**config.mk**
```make
export PLATFORM = sky130hd
export DESIGN_NAME = psx_exchange
export DESIGN_NICKNAME = d
export VERILOG_FILES = /design/src/rtl/psx_pkg.sv /design/src/rtl/psx_merge.sv /design/src/rtl/psx_seq.sv /design/src/rtl/psx_exchange.sv
export SDC_FILE = /design/constraint.sdc
export NUM_CORES = 1
export LEC_CHECK = 0
export ABC_CLOCK_PERIOD_IN_PS = 3500
export BUFFER_PORTS_ARGS = -buffer_cell sky130_fd_sc_hd__buf_2
export CAP_MARGIN = 20
export CORE_AREA = 2 2 122 124
export DETAILED_ROUTE_END_ITERATION = 10
export DIE_AREA = 0 0 124 126
export PLACE_DENSITY = 0.81
export SYNTH_ARGS = -nofsm -noshare
export SYNTH_HDL_FRONTEND = slang
export SYNTH_HIERARCHICAL = 1
export SYNTH_SLANG_ARGS = --single-unit
export TNS_END_PERCENT = 50
```
**constraint.sdc**
```tcl
create_clock -name clk -period 3.5 [get_ports clk]
set_clock_uncertainty 0.05 [all_clocks]
set_input_delay 0.525 -clock clk [delete_from_list [all_inputs] [get_ports clk]]
set_output_delay 0.525 -clock clk [all_outputs]
set_load 0.02 [all_outputs]
```
**src/rtl/psx_pkg.sv**
```systemverilog
package psx_pkg;
  typedef enum logic [1:0] {
    CTX_NONE = 2'b00,
    CTX_CALL = 2'b01,
    CTX_TCC  = 2'b10,
    CTX_NAO  = 2'b11
  } ctx_e;

  typedef enum logic [1:0] {
    ST_IDLE  = 2'b00,
    ST_STORE = 2'b01,
    ST_FETCH = 2'b10
  } seq_e;

  localparam int IA_LO    = 15;
  localparam int IA_HI    = 31;
  localparam int IA_W     = IA_HI - IA_LO + 1;
  localparam logic [3:0] NAO_CC = 4'b0101;
  localparam int NAO_STEP = 5;
endpackage

```
**src/rtl/psx_merge.sv**
```systemverilog
module psx_merge
  import psx_pkg::*;
(
  input  logic [0:63] cur,
  input  logic [0:63] ed2,
  input  logic        lp,
  input  logic        adj,
  input  ctx_e        ctx,
  input  logic [3:0]  rf,
  input  logic [3:0]  tcc,
  output logic [0:63] nw
);
  logic [3:0]      cc_or;
  logic [IA_W-1:0] addend;

  always_comb begin
    case (ctx)
      CTX_CALL: begin cc_or = rf;     addend = IA_W'(rf);       end
      CTX_TCC:  begin cc_or = tcc;    addend = IA_W'(tcc);      end
      CTX_NAO:  begin cc_or = NAO_CC; addend = IA_W'(NAO_STEP); end
      default:  begin cc_or = 4'b0;   addend = '0;              end
    endcase
  end

  always_comb begin
    nw          = cur;
    nw[0:35]    = ed2[0:35];
    nw[37:39]   = cur[37:39] | ed2[37:39];
    nw[60:61]   = ed2[60:61];
    if (lp) nw[58:59] = ed2[58:59];
    nw[0:3]     = ed2[0:3] | cc_or;
    if (adj) nw[IA_LO:IA_HI] = ed2[IA_LO:IA_HI] + addend;
  end
endmodule

```
**src/rtl/psx_seq.sv**
```systemverilog
module psx_seq
  import psx_pkg::*;
#(
  parameter int ADDR_W    = 17,
  parameter int ADDR_STEP = 2
) (
  input  logic              clk,
  input  logic              rst,
  input  logic              start,
  input  logic [ADDR_W-1:0] ea,
  input  logic              mem_ack,
  output logic              mem_req,
  output logic              mem_we,
  output logic [ADDR_W-1:0] mem_addr,
  output logic              busy,
  output logic              accept,
  output logic              load_en,
  output logic              done
);
  seq_e              state;
  logic [ADDR_W-1:0] addr_q;
  logic              done_q;

  assign busy     = (state != ST_IDLE);
  assign accept   = start && !busy;
  assign load_en  = (state == ST_FETCH) && mem_ack;
  assign mem_req  = busy;
  assign mem_we   = (state == ST_STORE);
  assign mem_addr = addr_q;
  assign done     = done_q;

  always_ff @(posedge clk) begin
    if (rst) begin
      state  <= ST_IDLE;
      addr_q <= '0;
      done_q <= 1'b0;
    end else begin
      done_q <= load_en;
      case (state)
        ST_IDLE: if (start) begin
          state  <= ST_STORE;
          addr_q <= ea;
        end
        ST_STORE: if (mem_ack) begin
          state  <= ST_FETCH;
          addr_q <= addr_q + ADDR_W'(ADDR_STEP);
        end
        ST_FETCH: if (mem_ack) state <= ST_IDLE;
        default: state <= ST_IDLE;
      endcase
    end
  end

  assert_req_hold_R12: assert property (@(posedge clk) disable iff (rst)
    mem_req && !mem_ack |=> mem_req && $stable(mem_we) && $stable(mem_addr));
  assert_done_pulse_R11: assert property (@(posedge clk) disable iff (rst)
    done |=> !done);
  assert_order_R1: assert property (@(posedge clk) disable iff (rst)
    mem_req && mem_we && mem_ack |=> mem_req && !mem_we);
endmodule

```
**src/rtl/psx_exchange.sv**
```systemverilog
module psx_exchange
  import psx_pkg::*;
#(
  parameter int ADDR_W    = 17,
  parameter int ADDR_STEP = 2
) (
  input  logic              clk,
  input  logic              rst,
  input  logic              start,
  input  logic [0:63]       cur_psw,
  input  logic [ADDR_W-1:0] ea,
  input  logic              lp_bit,
  input  logic              adj_bit,
  input  logic [1:0]        trap_ctx,
  input  logic [3:0]        r_field,
  input  logic [3:0]        trap_cc,
  output logic              mem_req,
  output logic              mem_we,
  output logic [ADDR_W-1:0] mem_addr,
  output logic [0:63]       mem_wdata,
  input  logic              mem_ack,
  input  logic [0:63]       mem_rdata,
  output logic              busy,
  output logic              done,
  output logic [0:63]       psw_out
);
  logic        accept, load_en;
  logic [0:63] psw_q, merged;
  logic        lp_q, adj_q;
  ctx_e        ctx_q;
  logic [3:0]  rf_q, tcc_q;

  psx_seq #(.ADDR_W(ADDR_W), .ADDR_STEP(ADDR_STEP)) u_seq (
    .clk(clk), .rst(rst), .start(start), .ea(ea), .mem_ack(mem_ack),
    .mem_req(mem_req), .mem_we(mem_we), .mem_addr(mem_addr),
    .busy(busy), .accept(accept), .load_en(load_en), .done(done)
  );

  psx_merge u_merge (
    .cur(psw_q), .ed2(mem_rdata), .lp(lp_q), .adj(adj_q), .ctx(ctx_q),
    .rf(rf_q), .tcc(tcc_q), .nw(merged)
  );

  always_ff @(posedge clk) begin
    if (rst) begin
      psw_q <= '0;
      lp_q  <= 1'b0;
      adj_q <= 1'b0;
      ctx_q <= CTX_NONE;
      rf_q  <= '0;
      tcc_q <= '0;
    end else if (accept) begin
      psw_q <= cur_psw;
      lp_q  <= lp_bit;
      adj_q <= adj_bit;
      ctx_q <= ctx_e'(trap_ctx);
      rf_q  <= r_field;
      tcc_q <= trap_cc;
    end else if (load_en) begin
      psw_q <= merged;
    end
  end

  assign psw_out   = psw_q;
  assign mem_wdata = psw_q;

  assert_keep_R10: assert property (@(posedge clk) disable iff (rst)
    done |-> psw_q[36] == $past(psw_q[36]) && psw_q[40:57] == $past(psw_q[40:57])
             && psw_q[62:63] == $past(psw_q[62:63]));
  assert_inhibit_R3: assert property (@(posedge clk) disable iff (rst)
    done |-> (($past(psw_q[37:39]) | $past(mem_rdata[37:39])) == psw_q[37:39]));
  assert_ia_plain_R8: assert property (@(posedge clk) disable iff (rst)
    done && (!adj_q || ctx_q == CTX_NONE) |-> psw_q[15:31] == $past(mem_rdata[15:31]));
  assert_wdata_hold_R12: assert property (@(posedge clk) disable iff (rst)
    mem_req && !mem_ack |=> $stable(mem_wdata));
endmodule

```
# Word-level counts from Yosys, hierarchy flattened
# Cells that the tools add are included.
[word_totals]
register_bits = 96
input_bits = 161
output_inout_bits = 149
word_cells = 47
[classes]
add_sub_neg = 2
eq_ne = 8
n_mux = 13
bitwise_logic = 2
reduce_logical = 11
[op_table]
columns = ["op", "n"]
rows = [
  ["64-bit 2-to-1 mux", 2],
  ["17-bit 2-to-1 mux", 3],
  ["17-bit one-hot mux with 2 select lines", 1],
  ["4-bit one-hot mux with 3 select lines", 2],
  ["17-bit by 2-bit adder with 17-bit output, second input constant", 1],
  ["17-bit by 4-bit adder with 17-bit output", 1],
  ["2-bit 2-to-1 mux", 4],
  ["2-bit nonzero test", 4],
  ["2-bit equality test, second input constant", 3],
  ["2-bit one-hot mux with 3 select lines", 1],
  ["3-bit AND reduction", 2],
  ["2-bit by 1-bit equality test with 1-bit output, second input constant", 2],
  ["2-bit != test, second input constant", 2],
  ["4-bit bitwise OR", 1],
  ["3-bit bitwise OR", 1],
  ["1-bit logical AND", 2],
  ["2-bit logical NOT", 1],
  ["2-bit by 1-bit != test with 1-bit output, second input constant", 1],
  ["2-bit AND reduction", 1],
  ["1-bit logical NOT", 1],
]

# Logic depth before layout (Yosys ltp)
# Gate-level depths: netlist (run 1).
[depth]
ltp_word = 6
mapped_depth = 11
ltp_nobuf = 11

# By module
# The synthesis (run 1) kept the hierarchy.
[modules_own_cells]
columns = ["module", "n_inst", "cells_per_inst", "area_per_inst_um2", "seq_area_each_um2"]
rows = [
  ["psx_exchange", 1, 386, 4061.4, 1521.5],
  ["psx_seq", 1, 167, 1273.7, 400.4],
  ["psx_merge", 1, 115, 869.6, 0.0],
]

# Least setup slack after synthesis (run 1)
# Ideal clock, no wire load.
[synth_timing]
path_kind = "reg2reg"
startpoint = "reg ctx_q[1]"
endpoint = "reg psw_q, in the netlist mem_wdata[23]"
arrival_time_ns = 2.070
required_ns = 3.371
setup_slack_ns = 1.300
stages_incl_launch_ff = 11
n_path_buf = 0
period_less_slack_ns = 2.200
path_cell_list = "dfxtp_1 > nor2b_1 > a22o_1 > inv_1 > fa_1 > nor2b_1 > o31a_2 > nand4_1 > xnor2_1 > mux2i_1 > a211oi_2"
[synth_between]
elab_chain_len = 6
word_cells_on_any_way = 8
[synth_lines]
columns = ["item", "line_no", "rtl"]
rows = [
  ["from (decl)", "psx_exchange.sv:30", "ctx_e ctx_q;"],
  ["from (signal assigned)", "psx_exchange.sv:56", "ctx_q <= ctx_e'(trap_ctx);"],
  ["2-bit equality test / 2-bit by 1-bit equality test with 1-bit output (equally long branches)", "psx_merge.sv:17", "case (ctx)"],
  ["4-bit one-hot mux with 3 select lines *", "psx_merge.sv:17", ""],
  ["17-bit by 4-bit adder with 17-bit output *", "psx_merge.sv:32", "if (adj) nw[IA_LO:IA_HI] = ed2[IA_LO:IA_HI] + addend;"],
  ["17-bit 2-to-1 mux *", "psx_merge.sv:32", ""],
  ["named net merged (one bit)", "psx_exchange.sv:28", "logic [0:63] psw_q, merged;"],
  ["64-bit 2-to-1 mux *", "psx_exchange.sv:59", "end else if (load_en) begin"],
  ["64-bit 2-to-1 mux *", "psx_exchange.sv:52", "end else if (accept) begin"],
  ["to (signal assigned)", "psx_exchange.sv:53", "psw_q <= cur_psw;"],
  ["to (signal assigned)", "psx_exchange.sv:60", "psw_q <= merged;"],
  ["to (decl)", "psx_exchange.sv:28", ""],
]
# The timed path passes the listed nets; every way through them passes the cells marked *. The select of a mux whose other input is x is not followed.
# A chain may end at the register's enable or synchronous reset.

# Worst setup path in the final report (run 1)
# Ends and elaborated chain as after synthesis.

==> summary.log, run 1 <==
[synth] leading cell types by total area after synthesis sky130_fd_sc_hd__dfxtp_1, sky130_fd_sc_hd__buf_4, sky130_fd_sc_hd__mux2i_1, sky130_fd_sc_hd__nor2b_1, sky130_fd_sc_hd__a211oi_2
[finish] Ant. Diodes 0
[setup_path] standard cell with the maximum stage delay on the critical path sky130_fd_sc_hd__dfxtp_1
[min_path] worst hold path type input port to register
[placed_design] count of buffers inserted at the top-level ports 288
[setup_path] Worst Path Required 3.72 ns
[finish] share of final-layout standard cells stronger than drive strength 1 0.434
[drt] final routed DRC violation total 0
[synth] warning count from the yosys run 6
[setup_path] r2r startpoint ctx_q[1]
[global_routing] aggregate global-route resource usage 0.189
[sta] Period minus WS final 2.55 ns
[setup_path] endpoint class of the critical path register
[synth] post-synthesis instance area 6200 sq um
[clock_network] number of buffers created by CTS 9
[global_routing] global-route wire length before repair 23400 microns
[synth] cell type contributing the most total cell area after synthesis sky130_fd_sc_hd__dfxtp_1
[sta] fraction of the cycle the final worst path needs 0.728
[drt] vias per cell 5.12
[die] area of the die 15600 sq um
[synth] share of Yosys cell area claimed by the top area cell type 0.310
[die] # IOs 310
[drt] number of vias in the routed layout 5213
[sta] number of slew-limit violations in the final report 0
[sta] final number of setup-violating endpoints 0
[synth] number of synthesized register bits 96
[finish] fin cells 1019
[global_routing] via count of the first global-routing pass 4818
[synth] fraction of registers with async set or reset after synthesis 0
[die] Die Span Y 126 microns
[drt] Routed WL per cell 15.3 microns
[power] Peak VDD IR 203 uV
[global_routing] initial antenna violation count 0
[synth] Synth cell types 56
[die] starting density of the core 0.433
[finish] Net count, final 997
[clock_network] number of sinks on the clock net 96
[clock_network] cell at the root of the clock tree sky130_fd_sc_hd__clkbuf_16
[sta] normalized max-slew margin 0.493
[sta] Highest Clock Rate 393 MHz
[finish] design area 7210 sq um
[sta] actual transition at the worst max-transition pin 0.758 ns
[synth] count of mapped cells out of synthesis 668
[placed_design] dpl hpwl 11600 microns
[die] Die W 124 microns
[drt] number of nets with antenna violations after detailed routing 0
[power] Leakage 3.13 nW
[drt] Post-Route WL 15600 microns
[setup_path] Startpoint Class register
[global_routing] total global routing overflow 0
[setup_path] FF-to-FF End mem_wdata[23]
[placed_design] number of placed cells counting well taps 1003
[placed_design] area of placed instances 6880 sq um
[clock_network] worst-skew pair later-pin latency 0.35 ns
[synth] count of flip-flops with a built-in enable after synthesis 0
[clock_network] TritonCTS clock tree done
[run] number of max-cap violations 0
[global_routing] pin count of the biggest net entering global routing 58
[run_status] result of the run finished, final reports clean
[setup_path] CP peak stage delay 0.44 ns
[setup_path] Register-to-Register Path Depth 11
[sta] unrepaired setup endpoints after global routing false
[setup_path] crit path DAT 2.76 ns
[synth] Syn Area/Cell 9.29 sq um
[clock_network] H-tree depth 3
[sta] accumulated negative setup slack 0 ns
[placed_design] Routability Congestion 0.853
[synth] share of the yosys chip area belonging to registers 0.310
[drt] number of DRC violations after detailed-routing iteration 0 166
[finish] Area growth syn-to-layout 16.3%
[setup_path] CP startpoint ctx_q[1]
[die] Site Rows 44
[drt] iteration count of the initial detailed-routing pass 4
[finish] Post-Route Utilization 0.504
[power] Final Total Pwr 0.00322 W
[clock_network] deepest clock path buffer count 2
[setup_path] R2R setup slack 0.95 ns
[sta] final hold violations 0
[clock_network] clock slew at the register clock pins of the worst setup and hold paths 0.07 ns
[synth] Post-synth top flop sky130_fd_sc_hd__dfxtp_1
[setup_path] cell-by-cell trace of the critical path a21oi_1 > nor2_1 > ha_1 > inv_1 > fa_1 > nor2b_1 > o31a_2 > nand4_1 > xnor2_1 > mux2i_1 > a211oi_2
[setup_path] Worst Path Max Fanout 7
[power] power density over the cells 447 nW/um^2
[die] Core Region 14300 sq um
[setup_path] end point of the critical path mem_wdata[23]
[synth] nets in the synthesized netlist 835
[setup_path] worst setup path category register to register
[clock_network] post-CTS setup-driven buffer insertion count 0
[clock_network] hold buffer count at cts 0
[clock_network] cts repair resizes 0
==> cell families (layout without fill, tap and decap cells) <==
family                     Yosys count  count (layout)  synth area share
and+or+nand+nor                    190             190             0.177
buffers and inverters              156             323             0.180
AOI/OAI and AO/OA                  117             117             0.155
DFF                                 96              96             0.310
muxes                               88              88             0.144
xor gates and xnor gates            15              15            0.0212
adders and majority gates            6               6            0.0133
==> cells in the mapped netlist (4+ instances only) <==
cell type	n
sky130_fd_sc_hd__a211oi_1	39
sky130_fd_sc_hd__a211oi_2	26
sky130_fd_sc_hd__a21oi_1	20
sky130_fd_sc_hd__and2_1	5
sky130_fd_sc_hd__buf_12	6
sky130_fd_sc_hd__buf_2	15
sky130_fd_sc_hd__buf_4	106
sky130_fd_sc_hd__clkbuf_1	17
sky130_fd_sc_hd__dfxtp_1	96
sky130_fd_sc_hd__ha_1	5
sky130_fd_sc_hd__inv_1	8
sky130_fd_sc_hd__mux2_2	8
sky130_fd_sc_hd__mux2i_1	79
sky130_fd_sc_hd__nand2_1	17
sky130_fd_sc_hd__nand2b_1	4
sky130_fd_sc_hd__nand3_1	12
sky130_fd_sc_hd__nand4_1	9
sky130_fd_sc_hd__nor2_1	31
sky130_fd_sc_hd__nor2b_1	69
sky130_fd_sc_hd__nor4_1	9
sky130_fd_sc_hd__nor4b_1	6
sky130_fd_sc_hd__o21ai_0	12
sky130_fd_sc_hd__or2_2	5
sky130_fd_sc_hd__xnor2_1	13
==> per-layer routing <==
| layer | vias up | wire length, microns | global-route usage |
|---|---|---|---|
| met5 | - | 0 | 0 |
| met4 | 0 | 314 | 0.0674 |
| met3 | 24 | 1220 | 0.0435 |
| met2 | 204 | 7680 | 0.338 |
| met1 | 2400 | 6380 | 0.217 |
| li1 | 2585 | - | - |
==> through the flow <==
| stage | setup slack, ns | hold slack (ns) |
|---|---|---|
| floorplan | 1.30 | 0.411 |
| global placement | 1.03 | 0.424 |
| detailed placement | 0.947 | 0.429 |
| CTS | 0.924 | 0.346 |
| global route | 0.687 | 0.356 |
| finish | 0.953 | 0.360 |
==> sequential cells by signal, indices dropped and copies added, names as in the netlist <==
name,cells
ctx_q,2
tcc_q,4
adj_q,1
rf_q,4
mem_wdata,64
u_seq/state,2
lp_q,1
u_seq/mem_addr,17
u_seq/done,1
==> final cells by class <==
| class | count | area, sq um |
|---|---|---|
| timing repair buffer | 298 | 1520 |
| fill | 1399 | 7100 |
| tap | 184 | 230 |
| clock buffer | 9 | 225 |
| inverter | 9 | 33.8 |
| sequential | 96 | 1920 |
| clock inverter | 7 | 108 |
| multi-input combinational | 416 | 3180 |
==> where the power goes <==
group          internal [W]  leakage, nW  switching [W]
clock              0.000642        0.160       0.000464
combinational      0.000333         2.18       0.000496
sequential          0.00119        0.794      0.0000976
==> cell usage in the layout (no fill, tap or decap), types with 3 or more instances in the layout <==
cell type	count
sky130_fd_sc_hd__a211oi_1	39
sky130_fd_sc_hd__a211oi_2	26
sky130_fd_sc_hd__a21oi_1	20
sky130_fd_sc_hd__a32oi_1	3
sky130_fd_sc_hd__and2_1	4
sky130_fd_sc_hd__and4_1	3
sky130_fd_sc_hd__buf_2	287
sky130_fd_sc_hd__buf_4	11
sky130_fd_sc_hd__clkbuf_16	9
sky130_fd_sc_hd__dfxtp_1	96
sky130_fd_sc_hd__ha_1	5
sky130_fd_sc_hd__inv_1	8
sky130_fd_sc_hd__mux2_2	8
sky130_fd_sc_hd__mux2i_1	79
sky130_fd_sc_hd__nand2_1	17
sky130_fd_sc_hd__nand2b_1	4
sky130_fd_sc_hd__nand3_1	12
sky130_fd_sc_hd__nand4_1	9
sky130_fd_sc_hd__nand4b_1	3
sky130_fd_sc_hd__nor2_1	30
sky130_fd_sc_hd__nor2b_1	69
sky130_fd_sc_hd__nor3_1	3
sky130_fd_sc_hd__nor4_1	9
sky130_fd_sc_hd__nor4b_1	6
sky130_fd_sc_hd__o21ai_0	12
sky130_fd_sc_hd__or2_1	3
sky130_fd_sc_hd__or2_2	5
sky130_fd_sc_hd__or4_1	3
sky130_fd_sc_hd__xnor2_1	13
==> critical path, delay by kind of cell (launching register included) <==
kind	cells	cell delay, ns
buffers and inverters	1	0.06
adder cells (fa/ha/maj)	2	0.62
XOR/XNOR	1	0.15
multiplexers	1	0.10
AO/OA/AOI/OAI	3	0.58
AND/OR/NAND/NOR	3	0.47
flip-flops	1	0.44
==> worst min-delay path by stage <==
stage	startpoint	end	slack [ns]	cells after the start
final	r_field[2]	rf_q[2]	0.36	3
after global placement	tcc_q[0]	tcc_q[0]	0.42	2
after floorplan	tcc_q[0]	tcc_q[0]	0.41	2
after detailed placement	u_seq/mem_addr[0]	u_seq/mem_addr[0]	0.43	2
after CTS	r_field[2]	rf_q[2]	0.35	3
after global routing	trap_cc[3]	tcc_q[3]	0.36	3
(Power assumes the default switching activity.)
==> inputs of run 2 (changes only) <==
--- a/config.mk
+++ b/config.mk
@@ -5,12 +5,12 @@
 export SDC_FILE = /design/constraint.sdc
 export NUM_CORES = 1
 export LEC_CHECK = 0
-export ABC_CLOCK_PERIOD_IN_PS = 3500
+export ABC_CLOCK_PERIOD_IN_PS = 2200
 export BUFFER_PORTS_ARGS = -buffer_cell sky130_fd_sc_hd__buf_2
 export CAP_MARGIN = 20
-export CORE_AREA = 2 2 122 124
+export CORE_ASPECT_RATIO = 1.75
+export CORE_UTILIZATION = 42
 export DETAILED_ROUTE_END_ITERATION = 10
-export DIE_AREA = 0 0 124 126
 export PLACE_DENSITY = 0.81
 export SYNTH_ARGS = -nofsm -noshare
 export SYNTH_HDL_FRONTEND = slang
==> constraint.sdc (replaced) <==
create_clock -name clk -period 2.2 [get_ports clk]
set_clock_uncertainty 0.05 [all_clocks]
set_input_delay 0.33 -clock clk [delete_from_list [all_inputs] [get_ports clk]]
set_output_delay 0.33 -clock clk [all_outputs]
set_load 0.02 [all_outputs]
==> run 2 against run 1 <==
Net effect: via count increased by 4.3%; the flow now finishes with violations (setup timing); global-route usage grew 2.1 points; sequential share of layout area down 1.2 points; die area fell by 2.2%; maximum frequency up 9.3%; critical path type unchanged; hold slack got worse by 0.18 ns; non-clock buffer count increased by 23; worst setup slack worse by 1.1 ns; sequential cell count did not move.
==> summary.log, run 2 (synthesized netlist as in run 1, its figures left out) <==
[run_status] result of the run complete, but fails checks [was finished, final reports clean]
[run_status] violations in the final reports setup timing
[die] Die Span Y 163 microns [was 126 microns]
[global_routing] global-route wire length before repair 25200 microns [was 23400 microns]
[global_routing] total global routing overflow 0 [unchanged]
[die] area of the die 15300 sq um [was 15600 sq um]
[sta] final number of setup-violating endpoints 11 [was 0]
[clock_network] H-tree depth 3 [unchanged]
[die] Die W 93.9 microns [was 124 microns]
[min_path] worst hold path type input port to register [unchanged]
[sta] fraction of the cycle the final worst path needs 1.06 [was 0.728]
[finish] most common cell after layout, fill and taps aside sky130_fd_sc_hd__buf_2 [unchanged]
[finish] Net count, final 1020 [was 997]
[clock_network] cell at the root of the clock tree sky130_fd_sc_hd__clkbuf_16 [unchanged]
[global_routing] via count of the first global-routing pass 5229 [was 4818]
[drt] Post-Route WL 16700 microns [was 15600 microns]
[finish] share of final-layout standard cells stronger than drive strength 1 0.484 [was 0.434]
[sta] Period minus WS final 2.33 ns [was 2.55 ns]
[setup_path] R2R setup slack -0.13 ns [was 0.95 ns]
[setup_path] Startpoint Class register [unchanged]
[clock_network] number of buffers created by CTS 9 [unchanged]
[run] number of max-cap violations 0 [unchanged]
[finish] fillcell total 1317 [was 1399]
[die] # IOs 310 [unchanged]
[clock_network] clock slew at the register clock pins of the worst setup and hold paths 0.07 ns [about the same]
[setup_path] Worst Path Max Fanout 6 [was 7]
[power] Peak VDD IR 315 uV [was 203 uV]
[finish] commonest non-fill, non-tap cells in the layout sky130_fd_sc_hd__buf_2, sky130_fd_sc_hd__dfxtp_1, sky130_fd_sc_hd__mux2i_1, sky130_fd_sc_hd__nor2b_1, sky130_fd_sc_hd__a211oi_1 [unchanged]
[placed_design] dpl hpwl 12100 microns [was 11600 microns]
[clock_network] worst-skew pair later-pin latency 0.34 ns [was 0.35 ns]
[placed_design] Place WS -0.319 ns [was 0.947 ns]
[drt] Routed WL per cell 16.0 microns [was 15.3 microns]
[setup_path] Worst Path Required 2.36 ns [was 3.72 ns]
[placed_design] Routability Congestion 0.805 [was 0.853]
[drt] number of nets with antenna violations after detailed routing 0 [unchanged]
[global_routing] aggregate global-route resource usage 0.210 [was 0.189]
[sta] unrepaired setup endpoints after global routing true [was false]
[sta] number of slew-limit violations in the final report 0 [unchanged]
[setup_path] worst setup path category register to register [unchanged]
[sta] fin worst setup slack -0.131 ns [was 0.953 ns]
[global_routing] pin count of the biggest net entering global routing 48 [was 58]
[drt] iteration count of the initial detailed-routing pass 4 [unchanged]
[finish] Area growth syn-to-layout 22.3% [was 16.3%]
[drt] final routed DRC violation total 0 [unchanged]
[sta] normalized max-slew margin 0.682 [was 0.493]
[die] starting density of the core 0.432 [was 0.433]
[clock_network] deepest clock path buffer count 2 [unchanged]
[finish] combined area of the multi-input logic cells 3360 sq um [was 3180 sq um]
[clock_network] TritonCTS clock tree done [unchanged]
[drt] number of vias in the routed layout 5437 [was 5213]
[sta] actual transition at the worst max-transition pin 0.477 ns [was 0.758 ns]
[clock_network] hold buffer count at cts 0 [unchanged]
[placed_design] count of buffers inserted at the top-level ports 288 [unchanged]
[sta] final hold violations 0 [unchanged]
[power] power density over the cells 658 nW/um^2 [was 447 nW/um^2]
[die] Core Region 14400 sq um [was 14300 sq um]
[setup_path] endpoint class of the critical path register [unchanged]
[finish] storage element area 1930 sq um [was 1920 sq um]
[clock_network] number of sinks on the clock net 96 [unchanged]
[die] Site Rows 58 [was 44]
[global_routing] initial antenna violation count 1 [was 0]
[drt] number of DRC violations after detailed-routing iteration 0 148 [was 166]
[finish] max FFs per register 64 [unchanged]
[setup_path] crit path DAT 2.49 ns [was 2.76 ns]
[sta] Worst Hold Margin 0.178 ns [was 0.360 ns]
[power] Leakage 3.29 nW [was 3.13 nW]
[sta] Highest Clock Rate 429 MHz [was 393 MHz]
[drt] vias per cell 5.23 [was 5.12]
==> run 2: routing by layer <==
layer / wire length [microns] / up-vias / share of wire / track usage
met5: 0 / - / 0 / 0
met4: 648 / 0 / 0.039 / 0.0986
met3: 1040 / 44 / 0.062 / 0.0378
met2: 8880 / 236 / 0.53 / 0.402
met1: 6090 / 2520 / 0.37 / 0.213
li1: - / 2637 / - / -
==> run 2: power breakdown <==
group	switching, W	total, W	internal [W]
logic	0.000824	0.00141	0.000589
clock network	0.000744	0.00153	0.000789
registers	0.000155	0.00205	0.00189
total	0.00172	0.00500	0.00327
==> run 2: final cells by class <==
cell class / count / share of cell area
multi-input combinational: 416 / 0.443
sequential: 96 / 0.254
timing repair buffer: 321 / 0.231
clock buffer: 9 / 0.0297
tap: 180 / 0.0297
clock inverter: 7 / 0.00775
inverter: 9 / 0.00445
antenna: 1 / 0.000330
==> run 2: per-stage QoR <==
stage / setup TNS [ns] / std cells / total power (W) / cell area, sq um / utilization
after floorplan: 0 / 668 / 0.00314 / 6200 / -
after global placement: -1.65 / 1017 / 0.00343 / 7060 / 0.491
after detailed placement: -2.67 / 1017 / 0.00346 / 7060 / 0.491
after CTS: -0.621 / 1036 / 0.00502 / 7480 / 0.521
after global routing: -2.06 / 1039 / 0.00525 / 7590 / 0.528
final: -0.833 / 1039 / 0.00500 / 7590 / 0.528
==> run 2: path summary, 6_finish.rpt <==
check,start,end,depth (start not counted)
worst max register to register,ctx_q[1],mem_wdata[19],10
worst max-delay path,ctx_q[1],mem_wdata[19],10
worst min-delay path,r_field[2],rf_q[2],3
worst min register to register,tcc_q[3],tcc_q[3],2
==> run 2: what timing repair did <==
item,in CTS,in global routing
setup endpoints to repair,15,15
gates resized for setup,27,19
buffers inserted,3,2
pin swaps,32,21
==> run 2: worst max-delay path, stage by stage (launching register included) <==
cell,delay (ns)
sky130_fd_sc_hd__dfxtp_4,0.41
sky130_fd_sc_hd__nor2b_4,0.16
sky130_fd_sc_hd__a22o_1,0.18
sky130_fd_sc_hd__inv_2,0.05
sky130_fd_sc_hd__fa_2,0.39
sky130_fd_sc_hd__nor2b_4,0.15
sky130_fd_sc_hd__o31a_4,0.20
sky130_fd_sc_hd__nand3_2,0.10
sky130_fd_sc_hd__xnor2_2,0.15
sky130_fd_sc_hd__mux2i_1,0.24
sky130_fd_sc_hd__a211oi_2,0.11
==> inputs of run 3 (changes only) <==
--- a/config.mk
+++ b/config.mk
@@ -9,9 +9,10 @@
 export BUFFER_PORTS_ARGS = -buffer_cell sky130_fd_sc_hd__buf_2
 export CAP_MARGIN = 20
 export CORE_ASPECT_RATIO = 1.75
-export CORE_UTILIZATION = 42
+export CORE_UTILIZATION = 43
+export CTS_BUF_LIST = sky130_fd_sc_hd__clkbuf_8
 export DETAILED_ROUTE_END_ITERATION = 10
-export PLACE_DENSITY = 0.81
+export PLACE_DENSITY = 0.83
 export SYNTH_ARGS = -nofsm -noshare
 export SYNTH_HDL_FRONTEND = slang
 export SYNTH_HIERARCHICAL = 1
==> constraint.sdc (replaced) <==
create_clock -name clk -period 2.2 [get_ports clk]
set_clock_uncertainty 0.05 [all_clocks]
set_input_delay 0.33 -clock clk [delete_from_list [all_inputs] [get_ports clk]]
set_output_delay 0.33 -clock clk [all_outputs]
set_load 0.01 [all_outputs]
==> run 3 against run 2 <==
Net effect: the flow still finishes with violations (setup timing); clock-buffer cell count did not move; total power shrank 8.6%; clock power down 14%; maximum frequency fell by 0.82%; core utilization increased by 0.33 points; critical path depth unchanged; register-to-register slack lost 0.02 ns; critical path type unchanged.
==> summary.log, run 3 (synthesized netlist as in run 1, its figures left out) <==
[setup_path] Worst Path Max Fanout 6 [unchanged]
[sta] Highest Clock Rate 425 MHz [was 429 MHz]
[drt] iteration count of the initial detailed-routing pass 4 [unchanged]
[power] Leakage 3.22 nW [was 3.29 nW]
[finish] max FFs per register 64 [unchanged]
[die] Site Rows 57 [was 58]
[sta] fraction of the cycle the final worst path needs 1.07 [was 1.06]
[setup_path] cell with the most instances on the worst path sky130_fd_sc_hd__nor2b_4 [unchanged]
[clock_network] cell at the root of the clock tree sky130_fd_sc_hd__clkbuf_8 [was sky130_fd_sc_hd__clkbuf_16]
[placed_design] Place WS -0.276 ns [was -0.319 ns]
[setup_path] crit path DAT 2.57 ns [was 2.49 ns]
[die] # IOs 310 [unchanged]
[die] Die Span Y 161 microns [was 163 microns]
[die] Die W 92.8 microns [was 93.9 microns]
[clock_network] TritonCTS clock tree done [unchanged]
[power] Final Total Pwr 0.00457 W [was 0.00500 W]
[placed_design] count of buffers inserted at the top-level ports 288 [unchanged]
[drt] number of nets with antenna violations after detailed routing 0 [unchanged]
[drt] number of DRC violations after detailed-routing iteration 0 132 [was 148]
[die] area of the die 14900 sq um [was 15300 sq um]
[finish] commonest non-fill, non-tap cells in the layout sky130_fd_sc_hd__buf_2, sky130_fd_sc_hd__dfxtp_1, sky130_fd_sc_hd__mux2i_1, sky130_fd_sc_hd__nor2b_1, sky130_fd_sc_hd__a211oi_1 [unchanged]
[setup_path] Startpoint Class register [unchanged]
[power] Peak VDD IR 392 uV [was 315 uV]
[drt] vias per cell 5.30 [was 5.23]
[drt] number of vias in the routed layout 5459 [was 5437]
[drt] Routed WL per cell 16.1 microns [was 16.0 microns]
[min_path] worst hold path type input port to register [unchanged]
[die] starting density of the core 0.444 [was 0.432]
[global_routing] global-route wire length before repair 25200 microns [unchanged]
[sta] Period minus WS final 2.35 ns [was 2.33 ns]
[setup_path] cell-by-cell trace of the critical path nor2b_4 > a22o_1 > inv_2 > fa_2 > nor2b_4 > o31a_4 > nand3_2 > xnor2_1 > mux2i_1 > a211oi_2 [was nor2b_4 > a22o_1 > inv_2 > fa_2 > nor2b_4 > o31a_4 > nand3_2 > xnor2_2 > mux2i_1 > a211oi_2]
[clock_network] number of sinks on the clock net 96 [unchanged]
[global_routing] pin count of the biggest net entering global routing 52 [was 48]
[finish] Area growth syn-to-layout 19.7% [was 22.3%]
[setup_path] endpoint class of the critical path register [unchanged]
[placed_design] dpl hpwl 12500 microns [was 12100 microns]
[setup_path] standard cell with the maximum stage delay on the critical path sky130_fd_sc_hd__dfxtp_4 [unchanged]
[global_routing] aggregate global-route resource usage 0.212 [was 0.210]
[sta] fin worst setup slack -0.150 ns [was -0.131 ns]
[finish] most common cell after layout, fill and taps aside sky130_fd_sc_hd__buf_2 [unchanged]
[drt] Post-Route WL 16600 microns [was 16700 microns]
[sta] number of slew-limit violations in the final report 0 [unchanged]
[run] number of max-cap violations 0 [unchanged]
[setup_path] Worst Path Required 2.42 ns [was 2.36 ns]
[sta] final hold violations 0 [unchanged]
[finish] design area 7430 sq um [was 7590 sq um]
[run_status] result of the run complete, but fails checks [unchanged]
[global_routing] initial antenna violation count 0 [was 1]
[clock_network] number of buffers created by CTS 9 [unchanged]
[finish] share of final-layout standard cells stronger than drive strength 1 0.470 [was 0.484]
[die] Core Region 14000 sq um [was 14400 sq um]
[finish] fillcell total 1311 [was 1317]
[run_status] violations in the final reports setup timing [unchanged]
[clock_network] H-tree depth 3 [unchanged]
[clock_network] worst-skew pair later-pin latency 0.36 ns [was 0.34 ns]
[drt] final routed DRC violation total 0 [unchanged]
[clock_network] clock slew at the register clock pins of the worst setup and hold paths 0.11 ns [was 0.07 ns]
[placed_design] area of placed instances 7050 sq um [was 7060 sq um]
[global_routing] via count of the first global-routing pass 5269 [was 5229]
[sta] unrepaired setup endpoints after global routing true [unchanged]
[clock_network] deepest clock path buffer count 2 [unchanged]
[sta] actual transition at the worst max-transition pin 0.582 ns [was 0.477 ns]
[sta] normalized max-slew margin 0.612 [was 0.682]
[finish] Post-Route Utilization 0.532 [was 0.528]
[setup_path] worst setup path category register to register [unchanged]
[finish] Ant. Diodes 0 [was 1]
[global_routing] total global routing overflow 0 [unchanged]
[finish] Net count, final 1015 [was 1020]
[sta] final number of setup-violating endpoints 16 [was 11]
[power] power density over the cells 615 nW/um^2 [was 658 nW/um^2]
[setup_path] CP peak stage delay 0.40 ns [was 0.41 ns]
[placed_design] Routability Congestion 0.914 [was 0.805]
==> run 3: changes by cell type in the layout (fill, tap and decap cells not counted), moves of 3 or more <==
cell,delta
sky130_fd_sc_hd__nand3_2,-3
sky130_fd_sc_hd__buf_4,-5
sky130_fd_sc_hd__clkbuf_8,+9
sky130_fd_sc_hd__clkbuf_16,-9
sky130_fd_sc_hd__nand3_1,+3
==> run 3: path summary, 6_finish.rpt <==
path	from	end	slack (ns)	cells past startpoint
setup / recovery	ctx_q[1]	mem_wdata[19]	-0.15	10
hold / removal	r_field[2]	rf_q[2]	0.15	3
setup reg to reg	ctx_q[1]	mem_wdata[19]	-0.15	10
hold reg to reg	rf_q[2]	rf_q[2]	0.46	2
==> run 3: repair_timing <==
action,4_1_cts,5_1_grt
buffers inserted,1,2
pin swaps,25,16
resized for setup,23,8
endpoints found under the setup margin,15,16
hold buffers,0,0
==> run 3: critical path: cells and delay by family, from the launching register on <==
kind | cells | cell delay [ns]
buffers and inverters | 1 | 0.06
adder cells (fa/ha/maj) | 1 | 0.39
AND/OR/NAND/NOR | 3 | 0.43
AO/OA/AOI/OAI | 3 | 0.64
XOR/XNOR | 1 | 0.18
multiplexers | 1 | 0.12
flip-flops | 1 | 0.40
==> run 3: cell type report <==
type | instances | area, sq um | share of cell area
multi-input cells | 416 | 3300 | 0.444
well taps | 177 | 221 | 0.0298
repair buffers | 316 | 1720 | 0.232
flip-flops and latches | 96 | 1930 | 0.259
inverters | 9 | 33.8 | 0.00455
clock buffers | 9 | 124 | 0.0167
clock inverters | 7 | 98.8 | 0.0133
==> run 3: power breakdown <==
part | switching (W) | leakage [nW] | total, W | internal [W]
combinational | 0.000621 | 2.32 | 0.00120 | 0.000579
clock | 0.000663 | 0.111 | 0.00131 | 0.000652
sequential | 0.000160 | 0.795 | 0.00206 | 0.00190
==> run 3: layer usage <==
metal  vias up  track usage  share of wire
met5         -            0              0
met4         0       0.0881          0.032
met3        30       0.0426          0.062
met2       258        0.415           0.55
met1      2549        0.207           0.36
li1       2622            -              -
==> run 3: metrics by stage <==
stage	instances	setup TNS, ns	hold slack, ns
2_1_floorplan	668	0	0.411
3_3_place_gp	1011	-1.33	0.420
3_5_place_dp	1011	-2.27	0.435
4_1_cts	1028	-0.673	0.124
5_1_grt	1030	-2.48	0.129
6_report	1030	-1.10	0.152
